### src/rtl/halving_iso_pkg.sv
package halving_iso_pkg;

    // Largest section count the index fields can describe.
    localparam int MAX_SECTIONS = 64;
    localparam int SEC_IW       = $clog2(MAX_SECTIONS);

    typedef logic [SEC_IW-1:0] sec_idx_t;

    // Run phases of the controller.
    typedef enum logic [1:0] {
        PH_IDLE  = 2'd0,
        PH_WHOLE = 2'd1,
        PH_HALVE = 2'd2,
        PH_FINAL = 2'd3
    } phase_e;

    // Suspect region, inclusive bounds.
    typedef struct packed {
        sec_idx_t lo;
        sec_idx_t hi;
    } region_t;

    // Midpoint of the region; the sum carries one extra bit.
    function automatic sec_idx_t split_point(region_t r);
        logic [SEC_IW:0] sum;
        sum = {1'b0, r.lo} + {1'b0, r.hi};
        return sum[SEC_IW:1];
    endfunction

    // Region covering every section of an n-section unit.
    function automatic region_t full_region(int unsigned n);
        region_t r;
        r.lo = '0;
        r.hi = sec_idx_t'(n - 1);
        return r;
    endfunction

    function automatic logic is_single(region_t r);
        return r.lo == r.hi;
    endfunction

endpackage

### src/rtl/halving_iso_step.sv
// Next-region logic for one acknowledged halving verdict.
module halving_iso_step
    import halving_iso_pkg::*;
(
    input  region_t cur,
    input  logic    tested_fail,
    output region_t nxt,
    output logic    nxt_single
);
    sec_idx_t mid;

    always_comb begin
        mid = split_point(cur);
        nxt = cur;
        if (tested_fail) begin
            // The enabled lower half failed: it holds the fault.
            nxt.hi = mid;
        end else begin
            // The enabled half passed: the disabled half is now suspect.
            nxt.lo = mid + sec_idx_t'(1);
        end
        nxt_single = is_single(nxt);
    end
endmodule

### src/rtl/halving_iso_mask.sv
// Enable-mask generator: all sections for the whole test,
// the lower half of the region during halving, none otherwise.
module halving_iso_mask
    import halving_iso_pkg::*;
#(
    parameter int N_SEC = 16
) (
    input  phase_e           phase,
    input  region_t          region,
    output logic [N_SEC-1:0] mask
);
    sec_idx_t mid;
    logic     whole_on;
    logic     halve_on;

    assign mid      = split_point(region);
    assign whole_on = (phase == PH_WHOLE);
    assign halve_on = (phase == PH_HALVE);

    for (genvar k = 0; k < N_SEC; k++) begin : g_bit
        localparam sec_idx_t KI = sec_idx_t'(k);
        logic in_half;
        assign in_half = (KI >= region.lo) && (KI <= mid);
        assign mask[k] = whole_on | (halve_on & in_half);
    end
endmodule

### src/rtl/halving_iso_fsm.sv
// Phase sequencer: whole-unit test, halving steps, final report.
module halving_iso_fsm
    import halving_iso_pkg::*;
(
    input  logic   clk,
    input  logic   rst,
    input  logic   start,
    input  logic   ack,
    input  logic   fail,
    input  logic   nxt_single,
    output phase_e phase,
    output logic   clean,
    output logic   load_full,
    output logic   advance
);
    phase_e phase_q, phase_d;
    logic   clean_q, clean_d;
    logic   can_start;

    assign can_start = (phase_q == PH_IDLE) || (phase_q == PH_FINAL);
    assign load_full = can_start && start;
    assign advance   = (phase_q == PH_HALVE) && ack;

    always_comb begin
        phase_d = phase_q;
        clean_d = clean_q;
        unique case (phase_q)
            PH_IDLE, PH_FINAL: begin
                if (start) begin
                    phase_d = PH_WHOLE;
                    clean_d = 1'b0;
                end
            end
            PH_WHOLE: begin
                if (ack) begin
                    if (fail) begin
                        phase_d = PH_HALVE;
                    end else begin
                        phase_d = PH_FINAL;
                        clean_d = 1'b1;
                    end
                end
            end
            PH_HALVE: begin
                if (ack && nxt_single) begin
                    phase_d = PH_FINAL;
                end
            end
            default: phase_d = PH_IDLE;
        endcase
    end

    always_ff @(posedge clk) begin
        if (rst) begin
            phase_q <= PH_IDLE;
            clean_q <= 1'b0;
        end else begin
            phase_q <= phase_d;
            clean_q <= clean_d;
        end
    end

    assign phase = phase_q;
    assign clean = clean_q;
endmodule

### src/rtl/halving_isolator.sv
module halving_isolator
    import halving_iso_pkg::*;
#(
    parameter int N_SEC = 16
) (
    input  logic                     clk,
    input  logic                     rst,
    input  logic                     start,
    output logic                     test_req,
    output logic [N_SEC-1:0]         test_mask,
    input  logic                     test_ack,
    input  logic                     test_fail,
    output logic                     busy,
    output logic                     done,
    output logic                     no_fault,
    output logic [$clog2(N_SEC)-1:0] fault_idx
);
    localparam int IDX_W = $clog2(N_SEC);

    phase_e  phase;
    logic    clean;
    logic    load_full;
    logic    advance;
    logic    nxt_single;
    region_t region_q;
    region_t region_nxt;

    halving_iso_fsm u_fsm (
        .clk        (clk),
        .rst        (rst),
        .start      (start),
        .ack        (test_ack),
        .fail       (test_fail),
        .nxt_single (nxt_single),
        .phase      (phase),
        .clean      (clean),
        .load_full  (load_full),
        .advance    (advance)
    );

    halving_iso_step u_step (
        .cur         (region_q),
        .tested_fail (test_fail),
        .nxt         (region_nxt),
        .nxt_single  (nxt_single)
    );

    always_ff @(posedge clk) begin
        if (rst || load_full) begin
            region_q <= full_region(N_SEC);
        end else if (advance) begin
            region_q <= region_nxt;
        end
    end

    halving_iso_mask #(.N_SEC(N_SEC)) u_mask (
        .phase  (phase),
        .region (region_q),
        .mask   (test_mask)
    );

    assign test_req  = (phase == PH_WHOLE) || (phase == PH_HALVE);
    assign busy      = test_req;
    assign done      = (phase == PH_FINAL);
    assign no_fault  = done && clean;
    assign fault_idx = done ? region_q.lo[IDX_W-1:0] : '0;
endmodule

### config.mk
export PLATFORM = sky130hd
export DESIGN_NAME = halving_isolator
export DESIGN_NICKNAME = d
export VERILOG_FILES = /design/src/rtl/halving_iso_pkg.sv /design/src/rtl/halving_iso_step.sv /design/src/rtl/halving_iso_mask.sv /design/src/rtl/halving_iso_fsm.sv /design/src/rtl/halving_isolator.sv
export SDC_FILE = /design/constraint.sdc
export NUM_CORES = 1
export LEC_CHECK = 0
export ABC_AREA = 0
export CAP_MARGIN = 40
export CORE_ASPECT_RATIO = 0.75
export CORE_MARGIN = 2
export CORE_UTILIZATION = 56
export DETAILED_ROUTE_END_ITERATION = 8
export PLACE_DENSITY = 0.81
export SKIP_CTS_REPAIR_TIMING = 1
export SYNTH_ARGS = -nofsm -noshare
export SYNTH_HDL_FRONTEND = slang
export SYNTH_HIERARCHICAL = 1
export SYNTH_SLANG_ARGS = --single-unit
### constraint.sdc
create_clock -name clk -period 5.75 [get_ports clk]
set_input_delay 1.15 -clock clk [delete_from_list [all_inputs] [get_ports clk]]
set_output_delay 1.15 -clock clk [all_outputs]
set_load 0.01 [all_outputs]
==> results of run 1 <==
## where the power goes
group	switching [µW]	internal, µW	total (µW)	leakage (µW)
Sequential	19.1	113	133	0.000122
Clock	38.3	49.1	87.4	0.0000228
Combinational	235	247	481	0.000770
## kinds of logic (layout without fill, tap and decap cells)
logic type | Yosys count | after routing | share of synthesized area (%)
compound gates | 77 | 77 | 27.57
buf+inv | 26 | 46 | 6.085
fa+ha+maj | 18 | 18 | 11.46
mux | 18 | 18 | 8.890
flops | 15 | 15 | 14.32
xor+xnor | 16 | 16 | 8.473
simple gates | 88 | 88 | 23.21
## metrics by stage
step | power (µW) | instance area, µm² | util [%]
2_1_floorplan | 411.5 | 2097 | -
3_3_place_gp | 607.0 | 2371 | 65.62
3_5_place_dp | 611.5 | 2371 | 65.62
4_1_cts | 701.6 | 2416 | 66.86
5_1_grt | 753.2 | 2416 | 66.86
6_report | 701.1 | 2416 | 66.86
## critical path, delay by kind of cell, from the launching register on
family	cells	cell delay [ns]
simple gates	3	0.73
flops	1	0.48
compound gates	3	0.70
buf+inv	1	0.51
fa+ha+maj	1	0.44
## state kept, by name, indices dropped and copies added, names as in the netlist
name / flops
region_q: 12
u_fsm/phase: 2
u_fsm/clean: 1
## Yosys cell counts, types with 6 or more instances
cell | instances | share of area [%]
nor2_1 | 21 | 3.8
nand3_1 | 8 | 1.9
mux2i_1 | 13 | 6.2
dfxtp_1 | 15 | 14
and2_1 | 7 | 2.1
o21ai_0 | 18 | 4.3
clkbuf_1 | 6 | 1.1
inv_1 | 12 | 2.1
ha_1 | 16 | 9.5
a21oi_1 | 13 | 3.1
nand2_1 | 17 | 3.0
xnor2_1 | 7 | 2.9
## area by class of cell
cell class | instances | area (µm²) | share of cell area (%)
tap | 52 | 65.06 | 2.693
sequential | 15 | 300.3 | 12.43
timing repair buffer | 29 | 287.8 | 11.91
inverter | 13 | 48.80 | 2.020
multi-input combinational | 217 | 1669 | 69.08
clock buffer | 4 | 45.04 | 1.864
## cells in the final DEF, fill, tap and decap left out, drive strengths merged, types with 5 or more instances in the layout
master	instances
xor2	5
nand3	8
o21ai	20
and2	8
xnor2	11
nor2b	5
a21oi	15
mux2i	13
inv	13
a211oi	6
dfxtp	15
nor2	23
clkdlybuf4s50	28
ha	16
a31oi	5
nand2	17
mux2	5
## how the worst min path moves through the flow
stage | end | cells after the start | slack [ns]
after detailed placement | u_fsm/clean$_SDFFE_PP0P_ | 2 | 0.53
after CTS | u_fsm/clean$_SDFFE_PP0P_ | 2 | 0.54
after floorplan | region_q[3]$_SDFFE_PP1P_ | 2 | 0.49
final | u_fsm/clean$_SDFFE_PP0P_ | 2 | 0.54
after global placement | u_fsm/clean$_SDFFE_PP0P_ | 2 | 0.53
after global routing | u_fsm/clean$_SDFFE_PP0P_ | 2 | 0.57
## routing by layer
metal  routed length, µm  vias to the layer above  GRT usage [%]
li1                    -                      995              -
met1                2561                      930          41.64
met2                2270                       77          37.04
met3                 310                        4          3.534
met4                  23                        0          4.847
met5                   0                        -              0
==> metrics.yaml, run 1 <==
sta:
  post-route-period-util_pct: 74.06
  whs_ns: 0.5364
  tightestPinTransition_ns: 0.7232
  timing.slew.headroom_pct: 51.79
  finalMaxSlewViolations: 0
  fin_crit_ns: 4.258
  setup_ws_ns: 1.492
  rsz0062_at_grt: "false"
  setup-tns-final_ns: 0
  hold_viol: 0
  max_freq_mhz: 234.8
  setup_viol: 0
  skew_ns: 0.001047
critical_path:
  critPathRequiredTime_ns: 4.60
  cp_slowest_cell: "clkdlybuf4s50_1"
  crit_fanout: 14
  rrSetupSlack_ns: 1.82
  cp-startpoint: "region_q[6]$_SDFFE_PP0P_"
  slowest_delay_ns: 0.51
  reg2regPathDepth: 13
  crit_path_start_kind: "flop"
  worstSetupEndpointType: "output port"
  rr_startpoint: "region_q[7]$_SDFFE_PP0P_"
  r2r-end: "u_fsm/phase[0]$_SDFFE_PP0P_"
  crit_end: "test_mask[2]"
  crit_type: "flop to output port"
  worstPathCellList: "and2_2 -> fa_1 -> a21o_2 -> a211oi_1 -> nor2_1 -> nor4_1 -> o21ai_0 -> clkdlybuf4s50_1"
  crit_arrival_ns: 3.11
placement:
  io_buffers: 28
  preCtsSetupSlack_ns: 1.659
  placedCellCount: 326
  dp_hpwl_um: 3895
  place.gp.congestion: 0.9004
global_route:
  grt_max_degree: 22
  antenna_found_initial: 0
  grt_overflow: 0
  grt_pass1_wl_um: 8694
  grt_pass1_vias: 1818
  groute.usage.overall_pct: 25.97
clocking:
  cts_buffers: 3
  cts_sinks: 15
  clk_pin_slew_ns: 0.06
  cts_tree: "done"
  clock-root-buffer: "clkbuf_8"
  clock_latency_ns: 0.25
  htreeDepth: 1
  cts_max_path_buffers: 2
final_layout:
  drive_gt1_share_pct: 11.51
  fill_cells: 326
  num_antenna_cells: 0
  final_nets: 302
  stdcell_count: 330
  synthToLayoutAreaGrowth_pct: 15.21
drt:
  avgRoutedWirePerCell_um: 15.65
  drcViolationCount: 0
  ant_nets: 0
  dr.pass1.iters: 6
  num_vias: 2006
  drtIter0Drc: 184
  finalWirelength_um: 5166
  via_per_inst: 6.079
logic_synthesis:
  yosys_warnings: 6
  seq_area_frac_synth_pct: 14.32
  syn_nets: 281
  synth_cells: 258
  postSynthRegisterBits: 15
  synth_flop_cell: "dfxtp_1"
  syn-mean-instance-area_um2: 8.128
  synth_edf_count: 0
  synthArstFlopShare_pct: 0
  ys_types: 74
  synth_area_mm2: 0.002097
pwr:
  p_leak_uw: 0.0009139
  max-vdd-ir-drop_uv: 270.4
  p_per_area_mw_per_mm2: 290.2
die:
  die-width_um: 74.66
  rows: 19
  io_pins: 29
  die_y_um: 57.00
  start_util_pct: 58.03
  dieArea_mm2: 0.004255
  core_area_mm2: 0.003613
flow_run:
  maxCapViolations: 0
run_status:
  outcome: "finished clean"
worst_hold_path:
  hp-start: "u_fsm/clean$_SDFFE_PP0P_"
  worst_hold_path_type: "flop to flop"
Power figures use the tool's default switching activity.
==> inputs of run 2 (changes only) <==
clock period = 4.06 ns   (was 5.75 ns; I/O delays follow)
==> run 2 against run 1 <==
  * Non-clock buffer count is 4 higher
  * Highest routed layer unchanged
  * Critical path depth is 5 higher
  * Clock-buffer cell count is 1 lower
  * Sequential share of layout area shrank 0.13 points
  * Critical endpoint is now u_fsm/phase[0]$_SDFFE_PP0P_
  * Critical path type is now flop to flop
==> metrics.yaml, run 2 (synthesis gave the netlist of run 1 again) <==
run_status:
  outcome: "finished clean"
drt:
  finalWirelength_um: 5235  # +1.3%
  avgRoutedWirePerCell_um: 15.67  # +0.12%
  dr.pass1.iters: 4  # -2
  ant_nets: 0  # unchanged
  via_per_inst: 6.129  # +0.82%
  drcViolationCount: 0  # unchanged
  num_vias: 2047  # +2.0%
  drtIter0Drc: 130  # -29%
die:
  die_y_um: 57.00  # unchanged
  rows: 19  # unchanged
  io_pins: 29  # unchanged
  dieArea_mm2: 0.004255  # unchanged
  core_area_mm2: 0.003613  # unchanged
  start_util_pct: 58.03  # unchanged
  die-width_um: 74.66  # unchanged
global_route:
  antenna_found_initial: 0  # unchanged
  groute.usage.overall_pct: 25.50  # -0.47 points
  grt_overflow: 0  # unchanged
  grt_max_degree: 21  # -4.5%
  grt_pass1_wl_um: 8521  # -2.0%
  grt_pass1_vias: 1802  # -0.88%
clocking:
  htreeDepth: 1  # unchanged
  cts_sinks: 15  # unchanged
  cts_max_path_buffers: 2  # unchanged
  clock-root-buffer: "clkbuf_8"
  cts_tree: "done"
  cts_buffers: 3  # unchanged
  clk_pin_slew_ns: 0.07  # about the same
  clock_latency_ns: 0.25  # about the same
final_layout:
  post-route-cell-area_mm2: 0.002452  # +1.5%
  drive_gt1_share_pct: 13.48  # +2.0 points
  final_nets: 306  # +1.3%
  largest_register_ffs: 12  # unchanged
  num_antenna_cells: 0  # unchanged
  synthToLayoutAreaGrowth_pct: 16.95
  regMostFlops: "region_q"
  final_core_utilization_pct: 67.87  # +1.0 points
  final_common_cell: "clkdlybuf4s50_1"
  fill_cells: 310  # -4.9%
  most-common-layout-cells: "clkdlybuf4s50_1 (28), nor2_1 (21), o21ai_0 (18)"
flow_run:
  maxCapViolations: 0  # unchanged
sta:
  rsz0062_at_grt: "false"
  setup-tns-final_ns: 0  # unchanged
  timing.slew.headroom_pct: 50.12  # -1.7 points
  max_freq_mhz: 263.8
  fin_crit_ns: 3.790
  post-route-period-util_pct: 93.35
  setup_viol: 0  # unchanged
  finalMaxSlewViolations: 0  # unchanged
  tightestPinTransition_ns: 0.7482  # +0.02504 ns
  skew_ns: 0.002546  # +0.001500 ns
  hold_viol: 0  # unchanged
critical_path:
  critPathMostFrequentCell: "xnor2_1"
  path_delay_family: "compound AO/OA/AOI/OAI gates"
  crit_type: "flop to flop"
  crit_fanout: 11  # -3
  slowest_delay_ns: 0.50  # about the same
  critPathRequiredTime_ns: 4.20  # -0.40 ns
  worstSetupEndpointType: "flop"
  crit_path_start_kind: "flop"
  cp_slowest_cell: "dfxtp_1"
  worstPathCellList: "inv_1 -> fa_1 -> xnor2_1 -> ha_1 -> xnor2_1 -> nand2_1 -> o21ai_0 -> xnor2_1 -> a2111oi_1 -> o2111a_1 -> a21boi_1 -> or2_0 -> a2111oi_1"
  crit_arrival_ns: 3.93  # +0.82 ns
  crit_buf_inv: 1  # unchanged
worst_hold_path:
  worst_hold_path_type: "flop to flop"
pwr:
  p_leak_uw: 0.0009332  # +2.1%
  p_per_area_mw_per_mm2: 408.7  # +41%
  total_power_uw: 1002  # +43%
  max-vdd-ir-drop_uv: 415.1  # +53%
placement:
  io_buffers: 28  # unchanged
  place_area_mm2: 0.002401  # +1.3%
  dp_hpwl_um: 3914  # +0.47%
  place.gp.congestion: 0.8815  # -2.1%
==> run 2: cell types whose count changed in the layout (fill, tap and decap cells not counted) <==
cell / previous run / this run
a2111oi_0: 2 / 1
a2111oi_1: 1 / 2
buf_4: 1 / 5
clkbuf_1: 1 / 0
clkinvlp_4: 0 / 1
dfxtp_1: 15 / 14
dfxtp_2: 0 / 1
==> run 2: worst paths after layout <==
kind	depth (start not counted)	start	slack (ns)	endpoint
setup / recovery	13	region_q[7]$_SDFFE_PP0P_	0.27	u_fsm/phase[0]$_SDFFE_PP0P_
hold / removal	2	u_fsm/clean$_SDFFE_PP0P_	0.54	u_fsm/clean$_SDFFE_PP0P_
setup reg to reg	13	region_q[7]$_SDFFE_PP0P_	0.27	u_fsm/phase[0]$_SDFFE_PP0P_
hold reg to reg	2	u_fsm/clean$_SDFFE_PP0P_	0.54	u_fsm/clean$_SDFFE_PP0P_
==> run 2: power by group <==
group	internal (µW)	switching [µW]	total, µW
logic	351	333	684
registers	160	27.5	188
clock network	69.1	61.4	130
==> run 2: layer usage <==
layer | share of wire [%] | GRT usage (%)
met3 | 8.2 | 3.887
met1 | 47 | 39.67
met4 | 1.4 | 4.592
met2 | 43 | 37.55
met5 | 0 | 0
==> run 2: through the flow <==
step | cells | setup slack [ns] | hold WS [ns]
floorplan | 258 | 0.9152 | 0.4949
global placement | 330 | 0.3283 | 0.5237
detailed placement | 330 | 0.2944 | 0.5321
CTS | 334 | 0.2298 | 0.5431
global route | 334 | 0.06105 | 0.5784
finish | 334 | 0.2699 | 0.5424
==> run 2: area by class of cell <==
| cell class | instances | area (µm²) | share of cell area [%] |
|---|---|---|---|
| multi-input cells | 217 | 1670 | 68.11 |
| repair buffers | 33 | 317.8 | 12.96 |
| flip-flops and latches | 15 | 301.5 | 12.30 |
| well taps | 52 | 65.06 | 2.653 |
| inverters | 13 | 48.80 | 1.990 |
| clock buffers | 3 | 41.29 | 1.684 |
| clock inverters | 1 | 7.507 | 0.3061 |
==> run 2: worst min-delay path, stage by stage, from the launching register on <==
cell and delay [ns]:
dfxtp_1 0.32, a21oi_1 0.12, nor3_1 0.05
